$ cat src/rtl/irq_rt_pkg.sv
package irq_rt_pkg;
    localparam int unsigned REG_W      = 32;
    localparam int unsigned FIELD_W    = 4;
    localparam int unsigned FIELDS_PW  = REG_W / FIELD_W;
    localparam int unsigned BUS_ADDR_W = 5;

    // word indices inside the register window
    localparam int WIX_ENABLE = 0;
    localparam int WIX_STATUS = 1;
    localparam int WIX_ROUTE0 = 2;
endpackage

$ cat src/rtl/irq_rt_field_dec.sv
module irq_rt_field_dec #(
    parameter int FW    = 4,
    parameter int N_OUT = 15
) (
    input  logic [FW-1:0]    field,
    output logic [N_OUT-1:0] sel
);
    // value k selects output k-1; zero and values above N_OUT select nothing
    always_comb begin
        sel = '0;
        for (int j = 0; j < N_OUT; j++) begin
            if (field == FW'(j + 1)) begin
                sel[j] = 1'b1;
            end
        end
    end
endmodule

$ cat src/rtl/irq_rt_regs.sv
module irq_rt_regs
    import irq_rt_pkg::*;
#(
    parameter int N_IN = 32
) (
    input  logic                    clk,
    input  logic                    rst_n,
    input  logic                    wr_en,
    input  logic                    rd_en,
    input  logic [BUS_ADDR_W-1:0]   addr,
    input  logic [REG_W-1:0]        wdata,
    input  logic [N_IN-1:0]         irq_in,
    output logic [N_IN-1:0]         mask_q,
    output logic [N_IN*FIELD_W-1:0] route_q,
    output logic [REG_W-1:0]        rdata
);
    localparam int RT_WORDS = (N_IN + FIELDS_PW - 1) / FIELDS_PW;
    localparam int RT_LAST  = WIX_ROUTE0 + RT_WORDS - 1;

    logic [31:0]      wix;
    logic [REG_W-1:0] rd_word;
    logic [REG_W-1:0] rdata_q;
    logic             unused_lsbs;

    assign wix         = {{(34 - BUS_ADDR_W){1'b0}}, addr[BUS_ADDR_W-1:2]};
    assign unused_lsbs = ^addr[1:0];

    always_ff @(posedge clk or negedge rst_n) begin
        if (!rst_n) begin
            mask_q <= '0;
        end else if (wr_en && wix == WIX_ENABLE) begin
            mask_q <= wdata[N_IN-1:0];
        end
    end

    for (genvar i = 0; i < N_IN; i++) begin : g_field
        localparam int WORD = WIX_ROUTE0 + i / FIELDS_PW;
        localparam int SLOT = i % FIELDS_PW;
        always_ff @(posedge clk or negedge rst_n) begin
            if (!rst_n) begin
                route_q[i*FIELD_W +: FIELD_W] <= '0;
            end else if (wr_en && wix == WORD) begin
                route_q[i*FIELD_W +: FIELD_W] <= wdata[SLOT*FIELD_W +: FIELD_W];
            end
        end
    end

    always_comb begin
        rd_word = '0;
        if (wix == WIX_ENABLE) begin
            rd_word[N_IN-1:0] = mask_q;
        end else if (wix == WIX_STATUS) begin
            rd_word[N_IN-1:0] = irq_in & mask_q;
        end else begin
            for (int i = 0; i < N_IN; i++) begin
                if (wix == WIX_ROUTE0 + i / FIELDS_PW) begin
                    rd_word[(i % FIELDS_PW)*FIELD_W +: FIELD_W] = route_q[i*FIELD_W +: FIELD_W];
                end
            end
        end
    end

    always_ff @(posedge clk or negedge rst_n) begin
        if (!rst_n) begin
            rdata_q <= '0;
        end else begin
            rdata_q <= rd_en ? rd_word : '0;
        end
    end

    assign rdata = rdata_q;


    mask_wr_chk: assert property (@(posedge clk) disable iff (!rst_n)
        (wr_en && wix == WIX_ENABLE) |=> mask_q == $past(wdata[N_IN-1:0]));


    ro_wr_chk: assert property (@(posedge clk) disable iff (!rst_n)
        (wr_en && (wix == WIX_STATUS || wix > RT_LAST)) |=> ($stable(mask_q) && $stable(route_q)));


    rd_idle_chk: assert property (@(posedge clk) disable iff (!rst_n)
        !rd_en |=> rdata == '0);
endmodule

$ cat src/rtl/irq_rt_steer.sv
module irq_rt_steer
    import irq_rt_pkg::*;
#(
    parameter int N_IN  = 32,
    parameter int N_OUT = 15
) (
    input  logic                    clk,
    input  logic                    rst_n,
    input  logic [N_IN-1:0]         irq_in,
    input  logic [N_IN-1:0]         mask_q,
    input  logic [N_IN*FIELD_W-1:0] route_q,
    output logic [N_OUT-1:0]        irq_out
);
    logic [N_OUT-1:0] sel_v [N_IN];
    logic [N_OUT-1:0] out_d;
    logic [N_OUT-1:0] out_q;

    for (genvar i = 0; i < N_IN; i++) begin : g_dec
        irq_rt_field_dec #(.FW(FIELD_W), .N_OUT(N_OUT)) u_dec (
            .field (route_q[i*FIELD_W +: FIELD_W]),
            .sel   (sel_v[i])
        );
    end

    always_comb begin
        out_d = '0;
        for (int i = 0; i < N_IN; i++) begin
            if (irq_in[i] && mask_q[i]) begin
                out_d = out_d | sel_v[i];
            end
        end
    end

    always_ff @(posedge clk or negedge rst_n) begin
        if (!rst_n) begin
            out_q <= '0;
        end else begin
            out_q <= out_d;
        end
    end

    assign irq_out = out_q;


    any_out_src_chk: assert property (@(posedge clk) disable iff (!rst_n)
        (|irq_out) |-> $past(|(irq_in & mask_q)));
endmodule

$ cat src/rtl/irq_router.sv
module irq_router
    import irq_rt_pkg::*;
#(
    parameter int N_OUT = 5
) (
    input  logic                  clk,
    input  logic                  rst_n,
    input  logic                  wr_en,
    input  logic                  rd_en,
    input  logic [BUS_ADDR_W-1:0] addr,
    input  logic [REG_W-1:0]      wdata,
    output logic [REG_W-1:0]      rdata,
    input  logic [31:0]           irq_in,
    output logic [N_OUT-1:0]      irq_out
);
    localparam int N_IN = 32;

    logic [N_IN-1:0]         mask_q;
    logic [N_IN*FIELD_W-1:0] route_q;

    irq_rt_regs #(.N_IN(N_IN)) u_regs (
        .clk     (clk),
        .rst_n   (rst_n),
        .wr_en   (wr_en),
        .rd_en   (rd_en),
        .addr    (addr),
        .wdata   (wdata),
        .irq_in  (irq_in),
        .mask_q  (mask_q),
        .route_q (route_q),
        .rdata   (rdata)
    );

    irq_rt_steer #(.N_IN(N_IN), .N_OUT(N_OUT)) u_steer (
        .clk     (clk),
        .rst_n   (rst_n),
        .irq_in  (irq_in),
        .mask_q  (mask_q),
        .route_q (route_q),
        .irq_out (irq_out)
    );
endmodule

$ cat config.mk
export PLATFORM = sky130hd
export DESIGN_NAME = irq_router
export DESIGN_NICKNAME = d
export VERILOG_FILES = /design/src/rtl/irq_rt_pkg.sv /design/src/rtl/irq_rt_field_dec.sv /design/src/rtl/irq_rt_regs.sv /design/src/rtl/irq_rt_steer.sv /design/src/rtl/irq_router.sv
export SDC_FILE = /design/constraint.sdc
export NUM_CORES = 1
export LEC_CHECK = 0
export BUFFER_PORTS_ARGS = -buffer_cell sky130_fd_sc_hd__buf_2
export CAP_MARGIN = 20
export CORE_MARGIN = 4
export CORE_UTILIZATION = 64
export CTS_BUF_LIST = sky130_fd_sc_hd__clkbuf_16
export CTS_CLUSTER_DIAMETER = 100
export DETAILED_ROUTE_END_ITERATION = 10
export PLACE_DENSITY_LB_ADDON = 0.15
export SKIP_CTS_REPAIR_TIMING = 1
export SYNTH_ARGS = -nofsm -noshare
export SYNTH_HDL_FRONTEND = slang
export SYNTH_SLANG_ARGS = --single-unit
$ cat constraint.sdc
create_clock -name clk -period 3.2 [get_ports clk]
set_input_delay 0.64 -clock clk [delete_from_list [all_inputs] [get_ports clk]]
set_output_delay 0.64 -clock clk [all_outputs]
set_load 0.01 [all_outputs]
==> flow_summary_export.csv <==
group,metric,value,unit
yosys,synthArstFlopShare,1.00,
floorplan,ios,110,
critical_path,r2r_cells,5,
route,drc,0,
yosys,ys_seq_elements,197,
sta,relSlewSlack,0.300,
critical_path,cp_max_fo,4,
floorplan,start_util,0.656,
sta,setup-violations-final,0,
placement,gp_congestion,0.984,
grt,gr-usage-all-layers,0.380,
finish,mostFrequentLayoutCell,"dfrtp_1",
critical_path,critPathSlowestCell,"nor4bb_1",
yosys,synth_cell_type_count,59,
critical_path,worst_setup_path_start_kind,"flop",
sta,tightestPinTransition,1.04,ns
sta,min_period_over_period,0.689,
run_status,outcome,"completed",
placement,io_buffer_count,107,
critical_path,critPathArrivalTime,2.56,ns
clocking,cts_buffers,17,
critical_path,crit_path_end_kind,"flop",
pwr,p_int,5.10,mW
grt,grt_max_degree,83,
clocking,clock-root-buffer,"clkbuf_16",
yosys,ys.flop_type,"dfrtp_1",
yosys,synth-edff-count,0,
clocking,worstSkewPairLatency,0.44,ns
critical_path,r2r_end,"u_steer.irq_out[1]$_DFF_PN0_",
route,wl,34.2,mm
placement,dp.cells,1204,
pwr,p_clk_frac,0.303,
critical_path,crit_start,"u_regs.route_q[34]$_DFFE_PN0P_",
finish,fin_cells,1236,
route,final_antenna_net_count,0,
floorplan,die_w,136,um
critical_path,path_cells,"nor4bb_1 > nand3_1 > o21ai_0 > nor4_1 > nand4_1",
sta,hold_viol,0,
finish,nNetsFinal,1080,
clocking,h-tree-depth,4,
route,drtIter0Drc,868,
finish,final_area,11900,um2
yosys,syn_inst,906,
grt,grt_pass1_vias,8399,
yosys,postSynthAreaPerCell,11.5,um2
pwr,irDropWorstVdd,531,uV
placement,dp_hpwl,24.6,mm
min_path,worstHoldPathType,"input port to async pin",
sta,setup_tns,0,ns
route,vias_per_cell,6.89,
sta,min_period,2.21,ns
clocking,clock-sinks,197,
clocking,clkSlewWorstSetupHoldPaths,0.08,ns
finish,final_cell_mix,"dfrtp_1, buf_2, mux2_2",
route,vias,8515,
route,drt-pass1-iter-count,7,
floorplan,core-area,15900,um2
critical_path,r2r_start,"u_regs.route_q[34]$_DFFE_PN0P_",
sta,max_freq,453,MHz
pwr,seqPwrFrac,0.494,
yosys,yosysSeqAreaShare,0.471,
run,cap_violations,0,
pwr,p_sw_frac,0.330,
route,wire_per_inst,27.7,um
finish,num_antenna_cells,0,
grt,antenna_found_initial,0,
floorplan,die_h,136,um
finish,area_growth,13.8,%
pwr,leakagePower,5.40,nW
floorplan,num_rows,46,
yosys,synthesis.area,10500,um2
critical_path,cpPeakStageDelay,0.91,ns
grt,grt_pass1_wl,51.2,mm
yosys,synthesis.nets,979,
pwr,p_sw,2.51,mW
critical_path,reg2reg_slack,0.99,ns
sta,drv_slew,0,
sta,skew,0.0101,ns
yosys,yosys_warnings,0,
critical_path,critPathKind,"flop to flop",
pwr,pwr-share-comb,0.203,
finish,fin_util,0.746,
placement,place_area,11300,um2
grt,grt_overflow,0,
pwr,cellPowerDensity,639,nW/um2
clocking,cts_tree,"done",
critical_path,crit_required,3.55,ns
floorplan,die-area,18500,um2
clocking,clk_path_buf_depth,2,
finish,layout-drive-gt1-share,0.243,
sta,rsz0062_at_grt,"no",
[layout make-up]
type | count | area, um2
fillers | 1133 | 4040
well taps | 216 | 270
clock buffers | 17 | 425
multi-input cells | 652 | 5300
inverters | 16 | 60.1
clock inverters | 15 | 201
flip-flops and latches | 197 | 4930
repair buffers | 123 | 717
[how the worst max path moves through the flow]
stage,cells after the start,end
after floorplan,6,u_regs.mask_q[0]$_DFFE_PN0P_
after global placement,6,u_steer.irq_out[3]$_DFF_PN0_
after detailed placement,6,u_steer.irq_out[3]$_DFF_PN0_
after CTS,5,u_steer.irq_out[1]$_DFF_PN0_
after global routing,5,u_steer.irq_out[3]$_DFF_PN0_
final,5,u_steer.irq_out[1]$_DFF_PN0_
[cells in the mapped netlist (3+ instances only)]
cell | number | share of area
or4_1 | 6 | 0.0043
inv_1 | 16 | 0.0057
o21ai_0 | 7 | 0.0033
nor4bb_1 | 28 | 0.027
a31oi_1 | 4 | 0.0024
nand3_1 | 21 | 0.010
or3b_1 | 3 | 0.0025
dfrtp_1 | 197 | 0.47
mux2_1 | 70 | 0.075
buf_2 | 20 | 0.0096
o22ai_1 | 39 | 0.023
a21oi_1 | 32 | 0.015
nand4_1 | 15 | 0.0090
nor2_1 | 15 | 0.0054
o21ai_1 | 3 | 0.0014
mux2_2 | 84 | 0.090
nand2_1 | 31 | 0.011
nand3b_1 | 24 | 0.017
or3_1 | 4 | 0.0024
nand4b_1 | 19 | 0.016
nand2b_1 | 12 | 0.0072
nor2b_1 | 39 | 0.023
nor3b_1 | 9 | 0.0065
mux2i_1 | 64 | 0.061
a21o_1 | 32 | 0.023
nor3_1 | 18 | 0.0086
o41ai_1 | 3 | 0.0025
and3_1 | 8 | 0.0048
clkbuf_1 | 16 | 0.0057
a32oi_1 | 5 | 0.0042
a311oi_1 | 4 | 0.0033
nor4b_1 | 5 | 0.0042
o32ai_1 | 4 | 0.0033
buf_4 | 5 | 0.0036
o211ai_1 | 3 | 0.0022
nor4_1 | 10 | 0.0060
[metal layers]
layer,track usage,part of all wire,vias to the layer above
met2,0.590,0.46,469
met1,0.539,0.41,4312
met3,0.0718,0.092,76
met5,0,0,-
li1,-,-,3658
met4,0.137,0.035,0
[state kept, by name (all words and copies together) (netlist names)]
register and cells:
u_regs.rdata 32, u_regs.mask_q 32, u_steer.irq_out 5, u_regs.route_q 128
[cells by family after synthesis]
group                  Yosys count  share of synthesized area
muxes                          218                      0.227
buffers and inverters           57                     0.0246
DFF                            197                      0.471
AOI/OAI and AO/OA              150                     0.0963
and+or+nand+nor                284                      0.181
[power groups by stage]
stage	Sequential, mW	Clock [mW]	Combinational (mW)
2_1_floorplan	3.49	0	0.998
3_3_place_gp	3.71	0	1.46
3_5_place_dp	3.75	0	1.51
4_1_cts	3.71	2.32	1.53
5_1_grt	3.81	2.43	1.66
6_report	3.76	2.31	1.54
[worst max-delay path, delay by kind of cell, from the launching register on]
kind               cells  cell delay (ns)
AOI/OAI and AO/OA      1             0.22
DFF                    1             0.46
and+or+nand+nor        4             1.43
[per-stage QoR]
step / hold slack (ns) / setup slack, ns / power (mW)
2_1_floorplan: 0.344 / 1.25 / 4.49
3_5_place_dp: 0.520 / 0.857 / 5.26
5_1_grt: 0.268 / 0.958 / 7.90
4_1_cts: 0.253 / 1.12 / 7.56
6_report: 0.225 / 0.994 / 7.61
3_3_place_gp: 0.498 / 0.844 / 5.17
(Power assumes the default switching activity.)
